[config.mk]
export PLATFORM = sky130hd
export DESIGN_NAME = pix_blink_mod
export DESIGN_NICKNAME = d
export VERILOG_FILES = /design/src/rtl/pbm_pkg.sv /design/src/rtl/pbm_match.sv /design/src/rtl/pbm_field_op.sv /design/src/rtl/pix_blink_mod.sv
export SDC_FILE = /design/constraint.sdc
export NUM_CORES = 1
export LEC_CHECK = 0
export ABC_AREA = 1
export BUFFER_PORTS_ARGS = -buffer_cell sky130_fd_sc_hd__buf_4
export CAP_MARGIN = 30
export CORE_MARGIN = 1
export CORE_UTILIZATION = 53
export DETAILED_ROUTE_END_ITERATION = 6
export HOLD_SLACK_MARGIN = 0.03
export PLACE_DENSITY = 0.83
export SLEW_MARGIN = 30
export SYNTH_ARGS = -nofsm -noshare
export SYNTH_HDL_FRONTEND = slang
export SYNTH_SLANG_ARGS = --single-unit
[constraint.sdc]
create_clock -name clk_i -period 0.8 [get_ports clk_i]
set_input_delay 0.04 -clock clk_i [delete_from_list [all_inputs] [get_ports clk_i]]
set_output_delay 0.04 -clock clk_i [all_outputs]
set_load 0.05 [all_outputs]
[src/rtl/pbm_pkg.sv]
package pbm_pkg;
  localparam int PIX_W = 24;
  localparam int SEL_W = 2;

  typedef enum logic [SEL_W-1:0] {
    MODE_BLANK  = 2'd0,
    MODE_BRIGHT = 2'd1,
    MODE_DIM    = 2'd2,
    MODE_OFFSET = 2'd3
  } mode_e;

  typedef enum logic [SEL_W-1:0] {
    FMT_4   = 2'd0,
    FMT_8   = 2'd1,
    FMT_565 = 2'd2,
    FMT_888 = 2'd3
  } fmt_e;
endpackage

[src/rtl/pbm_match.sv]
module pbm_match #(
  parameter int W = 24
) (
  input  logic [W-1:0] pix_i,
  input  logic [W-1:0] mask_i,
  input  logic [W-1:0] pattern_i,
  output logic         hit_o
);
  assign hit_o = ~|((pix_i ^ pattern_i) & mask_i);
endmodule

[src/rtl/pbm_field_op.sv]
module pbm_field_op #(
  parameter int W = 8
) (
  input  logic [W-1:0] val_i,
  input  logic [W-1:0] off_i,
  input  logic [1:0]   mode_i,
  output logic [W-1:0] res_o
);
  import pbm_pkg::*;

  always_comb begin
    unique case (mode_e'(mode_i))
      MODE_BRIGHT: res_o = {1'b1, val_i[W-1:1]};
      MODE_DIM:    res_o = {1'b0, val_i[W-1:1]};
      MODE_OFFSET: res_o = val_i + off_i;   // wraps mod 2^W
      default:     res_o = '0;
    endcase
  end
endmodule

[src/rtl/pix_blink_mod.sv]
module pix_blink_mod
  import pbm_pkg::*;
(
  input  logic        clk_i,
  input  logic        rst_ni,
  input  logic        valid_i,
  input  logic [23:0] pix_i,
  input  logic        blink_on_i,
  input  logic [1:0]  mode_i,
  input  logic [1:0]  fmt_i,
  input  logic [23:0] mask_i,
  input  logic [23:0] pattern_i,
  input  logic [23:0] offset_i,
  output logic        valid_o,
  output logic [23:0] pix_o
);
  localparam int NF = 3;
  localparam int W8 = 8;
  localparam int W4 = 4;
  localparam int LO565 [NF] = '{0, 5, 11};
  localparam int WD565 [NF] = '{5, 6, 5};

  logic             hit;
  logic [W4-1:0]    res4;
  logic [W8-1:0]    res8;
  wire  [15:0]      res565;
  wire  [PIX_W-1:0] res888;
  logic [PIX_W-1:0] eff;
  logic [PIX_W-1:0] pix_q;
  logic             valid_q;

  pbm_match #(.W(PIX_W)) u_match (
    .pix_i     (pix_i),
    .mask_i    (mask_i),
    .pattern_i (pattern_i),
    .hit_o     (hit)
  );

  pbm_field_op #(.W(W4)) u_op4 (
    .val_i  (pix_i[W4-1:0]),
    .off_i  (offset_i[W4-1:0]),
    .mode_i (mode_i),
    .res_o  (res4)
  );

  pbm_field_op #(.W(W8)) u_op8 (
    .val_i  (pix_i[W8-1:0]),
    .off_i  (offset_i[W8-1:0]),
    .mode_i (mode_i),
    .res_o  (res8)
  );

  for (genvar g = 0; g < NF; g++) begin : g_565
    pbm_field_op #(.W(WD565[g])) u_op (
      .val_i  (pix_i[LO565[g] +: WD565[g]]),
      .off_i  (offset_i[LO565[g] +: WD565[g]]),
      .mode_i (mode_i),
      .res_o  (res565[LO565[g] +: WD565[g]])
    );
  end

  for (genvar g = 0; g < NF; g++) begin : g_888
    pbm_field_op #(.W(W8)) u_op (
      .val_i  (pix_i[g*W8 +: W8]),
      .off_i  (offset_i[g*W8 +: W8]),
      .mode_i (mode_i),
      .res_o  (res888[g*W8 +: W8])
    );
  end

  always_comb begin
    eff = pix_i;
    if (blink_on_i && hit) begin
      if (mode_e'(mode_i) == MODE_BLANK) begin
        eff = '0;
      end else begin
        unique case (fmt_e'(fmt_i))
          FMT_4:   eff = {pix_i[PIX_W-1:W4], res4};
          FMT_8:   eff = {pix_i[PIX_W-1:W8], res8};
          FMT_565: eff = {pix_i[PIX_W-1:16], res565};
          default: eff = res888;
        endcase
      end
    end
  end

  always_ff @(posedge clk_i or negedge rst_ni) begin
    if (!rst_ni) begin
      valid_q <= 1'b0;
      pix_q   <= '0;
    end else begin
      valid_q <= valid_i;
      if (valid_i) pix_q <= eff;
    end
  end

  assign valid_o = valid_q;
  assign pix_o   = pix_q;
endmodule

==> results of run 1 <==
[cell families after synthesis]
group / after synthesis
flip-flops: 25
AND/OR/NAND/NOR: 417
adder cells (fa/ha/maj): 27
XOR/XNOR: 2
AO/OA/AOI/OAI: 96
buffers and inverters: 121
[stage by stage]
| stage | cell area, um2 | TNS (ps) | hold slack [ps] |
|---|---|---|---|
| after floorplan | 4198 | -8459 | -255.6 |
| after global placement | 6055 | -15140 | -30.97 |
| after detailed placement | 6055 | -16530 | -29.40 |
[Yosys cell counts (2+ instances only)]
master	n	area, um2
a21oi_1	54	270.3
a22oi_1	3	22.52
buf_2	6	30.03
buf_4	2	15.01
clkbuf_1	5	18.77
dfrtp_1	25	625.6
fa_1	5	100.1
ha_1	22	275.3
inv_1	96	360.4
inv_2	9	33.78
nand2_1	228	855.8
nand2_2	6	37.54
nand2_4	2	22.52
nand3_1	69	345.3
nand3_2	7	70.07
nand3b_1	7	52.55
nand4_1	8	50.05
nor2_1	72	270.3
nor2_2	3	18.77
nor2_4	5	56.30
nor3_1	2	10.01
o211ai_1	2	15.01
o21ai_0	27	135.1
o21ai_1	5	25.02
o21bai_1	2	15.01
or2_2	5	31.28
==> impl_metrics.yaml, run 1 <==
run_status:
  status: "did not finish"
  first-error: "[ERROR DPL-0033] detailed placement checks failed during check placement."
  lastStage: "4_1_cts"
clocking:
  cts_setup_buffers: 19
  cts.sinks: 25
  hold_buffers: 1
  numCtsBuffers: 3
  clockBufferDepth: 2
  cts_resized: 148
  cts_max_level: 1
  root_buffer: "clkbuf_8"
yosys:
  ys.flop_type: "dfrtp_1"
  yosys.area_share.xor_xnor: 0.004518
  ys_seq_area_frac: 0.1613
  synth_seq_cells: 25
  synth_fp_nets: 819
  netlist_instances: 688
  synth_edf_count: 0
  synth_top_family_by_area: "simple AND/OR/NAND/NOR gates"
  synth.area.mux_share: 0
  netlist_area_um2: 3877
  synth.avg_cell_area_um2: 5.636
  synth-simple-area-share: 0.4795
  synthAdderAreaFrac: 0.09681
  yosysUniqueCellTypes: 37
  yosysWarnings: 0
  synthArstFlopShare: 1.000
  synth_compound_area_frac: 0.1307
place:
  hpwl_um: 12490
  portBuffers: 128
  place_inst: 1010
  place_ws_ps: -752.8
  gp_congestion: 0.9684
die:
  start_util: 0.5584
  rows: 30
  die_x_um: 87.54
  io_pins: 129
  die_y_um: 87.54
==> run 2, diff against run 1 <==
--- a/config.mk
+++ b/config.mk
@@ -9,10 +9,9 @@
 export BUFFER_PORTS_ARGS = -buffer_cell sky130_fd_sc_hd__buf_4
 export CAP_MARGIN = 30
 export CORE_MARGIN = 1
-export CORE_UTILIZATION = 53
+export CORE_UTILIZATION = 40
 export DETAILED_ROUTE_END_ITERATION = 6
-export HOLD_SLACK_MARGIN = 0.03
-export PLACE_DENSITY = 0.83
+export PLACE_DENSITY_LB_ADDON = 0.15
 export SLEW_MARGIN = 30
 export SYNTH_ARGS = -nofsm -noshare
 export SYNTH_HDL_FRONTEND = slang
==> run 2 against run 1 <==
Against the previous run: synthesized cell count did not move; the flow now finishes, with violations (setup timing); area after synthesis did not move.
==> impl_metrics.yaml, run 2 <==
run_status:
  status: "finished, violations left"
  violations: "setup timing"
yosys:
  netlist_instances: 688
  synth_fp_nets: 819
  yosysMostFrequentCell: "nand2_1"
  synthTopCellsByArea: "nand2_1, dfrtp_1, inv_1"
  synthArstFlopShare: 1.000
  ys_seq_area_frac: 0.1613
  ys.flop_type: "dfrtp_1"
  synth_seq_cells: 25
  synth_top_area_share: 0.2207
  netlist_area_um2: 3877
  yosysWarnings: 0
  synth.avg_cell_area_um2: 5.636
  synth_commonest_cells: "nand2_1, inv_1, nor2_1"
  yosysUniqueCellTypes: 37
  synth_edf_count: 0
  yosys.area.top_type: "nand2_1"
timing:
  setup_viol: 49
  setup-tns-final_ps: -11000
  holdWs_ps: 18.72
  postLayoutSetupSlackWorst_ps: -454.8
  hold_viol_final: 0
  period_minus_slack_ps: 1255
  relSlewSlack: 0.7393
  rsz0062_at_grt: "true"
  worst_pin_slew_ps: 391.1
  min_period_over_period: 1.569
  clock.fmax_mhz: 796.9
  slew_violations: 0
  skew_ps: 0
flow_run:
  max_cap_violations: 0
power_and_ir_drop:
  vdd_ir_drop_max_v: 0.0005959
  p_switching_w: 0.002991
  power_density_nw_per_um2: 945.8
  comb_power_share: 0.655
  clkPwrFrac: 0.128
  internal_power_w: 0.003762
  p_sw_frac: 0.4429
  seq_power_share: 0.218
  power.leakage_nw: 3.637
place:
  place_ws_ps: -779.5
  hpwl_um: 12860
  place_area_um2: 6103
  portBuffers: 128
  gp_congestion: 0.9292
setup_path:
  crit_arrival_ps: 1480
  critPathLaunchType: "input port"
  cp-end-kind: "register"
  reg2reg_depth: 3
  critPathMaxFanout: 4
  rr_startpoint: "pix_o[14]$_DFFE_PN0P_"
  timing.rr.end: "pix_o[14]$_DFFE_PN0P_"
  r2r_setup_slack_ps: -10
  path_class: "in2reg"
  worstPathRequired_ps: 1020
die:
  start_util: 0.4157
  die_y_um: 100.5
  core_area_um2: 9328
  die_x_um: 100.5
  io_pins: 129
  rows: 35
  fp.dieArea_um2: 10090
drt:
  drt.antenna.violating_nets: 0
  wl_per_cell_um: 15.95
  first_pass_iters: 5
  vias: 5549
  viasPerCell: 5.167
  totalWireLength_um: 17130
  drt-initial-drc-count: 282
  drc: 0
clocking:
  cts_max_level: 1
  cts_tree: "yes"
  numCtsBuffers: 3
  clkLatencyLatePin_ps: 280
  cts.sinks: 25
  root_buffer: "clkbuf_8"
  clockBufferDepth: 2
  cts.clk_slew.worst_paths_ps: 110
global_routing:
  grt_pass1_wl_um: 24860
  grtUsageTotal: 0.3144
  grt_overflow: 0
  grt_pass1_vias: 5271
  grt_max_degree: 27
  antenna_found_initial: 0
layout:
  most-common-layout-cells: "buf_4, nand2_1, inv_1"
  layout-drive-gt1-share: 0.5122
  finalNetCount: 1077
  final_common_cell: "buf_4"
  largest_reg_flops: 24
  n_antenna_cell: 0
  fin_area_um2: 7139
  area_delta_synth_final_pct: 84.12
worst_hold_path:
  holdPathEnd: "pix_o[1]$_DFFE_PN0P_"
  hp-start: "valid_i"
  min_path_type: "in2reg"
  hold_depth: 3
[run 2: cell type report]
type / count / area, um2
Clock buffer: 3 / 41.29
Clock inverter: 1 / 5.005
Fill cell: 716 / 2188
Inverter: 106 / 425.4
Multi-Input combinational cell: 542 / 3560
Sequential cell: 25 / 625.6
Tap cell: 129 / 161.4
Timing Repair Buffer: 268 / 2321
[run 2: worst max-delay path, cell delays in order]
cell and delay (ps):
buf_12 110, buf_4 140, ha_4 250, nand2_1 90, nand2_2 80, inv_1 100, nand2_1 70, nand2_1 60
nand2_1 70, o21bai_1 190, nand2_2 70, nand2_1 70, nand2_1 50, nand2_1 90
[run 2: logic make-up after synthesis]
kind of cell,count (synthesis),share of synthesized area
AO/OA/AOI/OAI,96,0.1307
buffers and inverters,121,0.1271
AND/OR/NAND/NOR,417,0.4795
adder cells (fa/ha/maj),27,0.09681
XOR/XNOR,2,0.004518
flip-flops,25,0.1613
[run 2: worst max path at each step]
stage | from | to | slack, ps
4_1_cts | pix_i[20] | pix_o[21]$_DFFE_PN0P_ | -400
6_report | pix_i[20] | pix_o[21]$_DFFE_PN0P_ | -450
5_1_grt | pix_i[20] | pix_o[21]$_DFFE_PN0P_ | -590
3_3_place_gp | pix_i[5] | pix_o[7]$_DFFE_PN0P_ | -750
3_5_place_dp | pix_i[13] | pix_o[14]$_DFFE_PN0P_ | -780
2_1_floorplan | pix_i[8] | pix_o[14]$_DFFE_PN0P_ | -510
[run 2: power by group through the flow]
stage          clock network (W)  logic (W)  registers (W)
2_1_floorplan                  0    0.00159        0.00185
3_3_place_gp                   0    0.00361        0.00147
3_5_place_dp                   0    0.00367        0.00147
4_1_cts                 0.000873    0.00396        0.00147
5_1_grt                 0.000929    0.00475        0.00148
6_report                0.000862    0.00442        0.00147
[run 2: stage by stage]
| step | instances | utilization | power, W |
|---|---|---|---|
| after floorplan | 688 | - | 0.003447 |
| after detailed placement | 1044 | 0.6543 | 0.005140 |
| after global placement | 1044 | 0.6543 | 0.005072 |
| final | 1074 | 0.7654 | 0.006752 |
| after global routing | 1074 | 0.7654 | 0.007160 |
| after CTS | 1064 | 0.7053 | 0.006303 |
[run 2: routing by layer]
| metal | up-vias | wire length (um) | track usage |
|---|---|---|---|
| li1 | 2710 | - | - |
| met1 | 2595 | 7182 | 0.4062 |
| met2 | 208 | 8532 | 0.5580 |
| met3 | 36 | 987 | 0.02288 |
| met4 | 0 | 424 | 0.09699 |
| met5 | - | 0 | 0 |
[run 2: repair_timing]
action	4_1_cts	5_1_grt
endpoints found under the setup margin	49	49
buffers inserted	15	10
pin swaps	46	58
cloned	0	1
hold buffers	1	0
hold endpoints to repair	25	0
gates resized for setup	76	137
Note: power is estimated with default switching activity, not from simulation.
==> run 3, diff against run 2 <==
--- a/config.mk
+++ b/config.mk
@@ -9,7 +9,7 @@
 export BUFFER_PORTS_ARGS = -buffer_cell sky130_fd_sc_hd__buf_4
 export CAP_MARGIN = 30
 export CORE_MARGIN = 1
-export CORE_UTILIZATION = 40
+export CORE_UTILIZATION = 45
 export DETAILED_ROUTE_END_ITERATION = 6
 export PLACE_DENSITY_LB_ADDON = 0.15
 export SLEW_MARGIN = 30
==> run 3 against run 2 <==
Against the previous run: the flow still finishes with violations (setup timing); final cell count is 1.6% lower; maximum frequency increased by 0.72%; clock power up 5.0%.
==> impl_metrics.yaml, run 3 (synthesized netlist as in run 2, its figures left out) <==
run_status:
  status: "finished, violations left"
  violations: "setup timing"
timing:
  hold_viol_final: 0
  skew_ps: 0
  holdWs_ps: 69.40
  clock.fmax_mhz: 802.7
  min_period_over_period: 1.557
  rsz0062_at_grt: "true"
  worst_pin_slew_ps: 391.8
  period_minus_slack_ps: 1246
  postLayoutSetupSlackWorst_ps: -445.8
  relSlewSlack: 0.7388
  setup-tns-final_ps: -12210
  setup_viol: 49
  slew_violations: 0
drt:
  wl_per_cell_um: 16.61
  totalWireLength_um: 17550
  drt-initial-drc-count: 373
  first_pass_iters: 5
  drt.antenna.violating_nets: 0
  vias: 5736
  viasPerCell: 5.427
  drc: 0
power_and_ir_drop:
  power.leakage_nw: 3.691
  finalPower_w: 0.006790
  p_switching_w: 0.003007
  internal_power_w: 0.003783
  seq_power_share: 0.216
  power_density_nw_per_um2: 954.5
  comb_power_share: 0.650
  p_sw_frac: 0.4428
  clkPwrFrac: 0.133
  vdd_ir_drop_max_v: 0.0009641
die:
  rows: 33
  fp.dieArea_um2: 8992
  start_util: 0.4695
  die_x_um: 94.83
  die_y_um: 94.83
  core_area_um2: 8258
  io_pins: 129
layout:
  final_util: 0.8615
  most-common-layout-cells: "buf_4, nand2_1, inv_1"
  final_common_cell: "buf_4"
  fin_cells: 1057
  largest_reg_flops: 24
  finalNetCount: 1084
  layout-drive-gt1-share: 0.4863
  area_delta_synth_final_pct: 83.48
  n_antenna_cell: 0
global_routing:
  grtUsageTotal: 0.3869
  grt_max_degree: 26
  antenna_found_initial: 0
  grt_pass1_wl_um: 26890
  grt_overflow: 0
  grt_pass1_vias: 5804
flow_run:
  max_cap_violations: 0
setup_path:
  worst_path_max_delay_cell: "nor2_4"
  cp_top_family: "simple AND/OR/NAND/NOR gates"
  critPathBufInv: 3
  worstPathRequired_ps: 1030
  crit_arrival_ps: 1480
  path_class: "in2reg"
  setup.worst_path.start: "pix_i[17]"
  critPathLaunchType: "input port"
  crit_chain: "buf_4 -> inv_2 -> nand2_2 -> nand3_2 -> nand2_2 -> nor2_2 -> nand2_2 -> nor2_4 -> nand2_8 -> nor2_8 -> buf_12 -> nand3_2 -> a21oi_2"
  critPathMaxFanout: 8
  rr_startpoint: "pix_o[8]$_DFFE_PN0P_"
  cp_slowest_stage_delay_ps: 160
  critPathMostFrequentCell: "nand2_2"
  cp-end-kind: "register"
worst_hold_path:
  min_path_type: "in2reg"
  hp-start: "valid_i"
place:
  hpwl_um: 12560
  gp_congestion: 0.9804
  portBuffers: 128
  place_inst: 1026
clocking:
  cts.sinks: 25
  cts_tree: "yes"
  root_buffer: "clkbuf_8"
  cts_max_level: 1
  clockBufferDepth: 2
  numCtsBuffers: 3
  clkLatencyLatePin_ps: 290
  cts.clk_slew.worst_paths_ps: 110
[run 3: cell types whose count changed in the layout (fill, tap and decap cells not counted), moves of 4 or more]
cell     previous run  this run
nor2_1             52        60
nand2_1           193       201
buf_6              43        47
nor2_4             15        10
nand2_4             1         5
nand2_2            41        28
nand3_1            38        43
a21oi_2            28        24
[run 3: timing repair]
| item | CTS | global route |
|---|---|---|
| pin swaps | 70 | 44 |
| buffers inserted | 19 | 8 |
| setup endpoints to repair | 49 | 49 |
| resized for setup | 134 | 51 |
| cloned | 1 | 0 |
| hold buffers | 1 | 0 |
| endpoints found under the hold margin | 25 | 0 |
[run 3: layout make-up]
class | instances | area (um2)
repair buffers | 275 | 2406
fillers | 522 | 1144
flip-flops and latches | 25 | 625.6
well taps | 105 | 131.4
inverters | 106 | 422.9
clock buffers | 4 | 45.04
multi-input cells | 542 | 3483
[run 3: routing by layer]
| layer | track usage | routed length (um) | up-vias |
|---|---|---|---|
| met5 | 0 | 0 | - |
| met4 | 0.2184 | 775 | 0 |
| met3 | 0.05233 | 1077 | 71 |
| met2 | 0.6817 | 8814 | 278 |
| met1 | 0.4467 | 6886 | 2661 |
| li1 | - | - | 2726 |
[run 3: worst paths after layout]
check	to	slack [ps]	depth (start not counted)
max	pix_o[13]$_DFFE_PN0P_	-450	13
min	valid_o$_DFF_PN0_	70	2
max reg2reg	pix_o[8]$_DFFE_PN0P_	-10	3
min reg2reg	pix_o[22]$_DFFE_PN0P_	510	2
max in group asynchronous	pix_o[10]$_DFFE_PN0P_	310	2
min in group asynchronous	pix_o[21]$_DFFE_PN0P_	200	2
[run 3: worst reg2reg max path: stages, from the launching register on]
cell and delay, ps:
dfrtp_1 430, buf_4 140, nor2_1 80, a21oi_1 50
[run 3: stage by stage]
stage	area, um2	setup WS, ps
6_report	7114	-445.8
5_1_grt	7114	-617.3
4_1_cts	6867	-414.9
3_5_place_dp	6143	-746.9
3_3_place_gp	6143	-713.6
2_1_floorplan	4198	-509.0
[run 3: power groups by stage]
stage          Clock (W)  Combinational (W)  Sequential, W
2_1_floorplan          0            0.00159        0.00185
3_3_place_gp           0            0.00362        0.00147
3_5_place_dp           0            0.00370        0.00147
4_1_cts         0.000868            0.00414        0.00147
5_1_grt         0.000941            0.00474        0.00148
6_report        0.000905            0.00442        0.00147
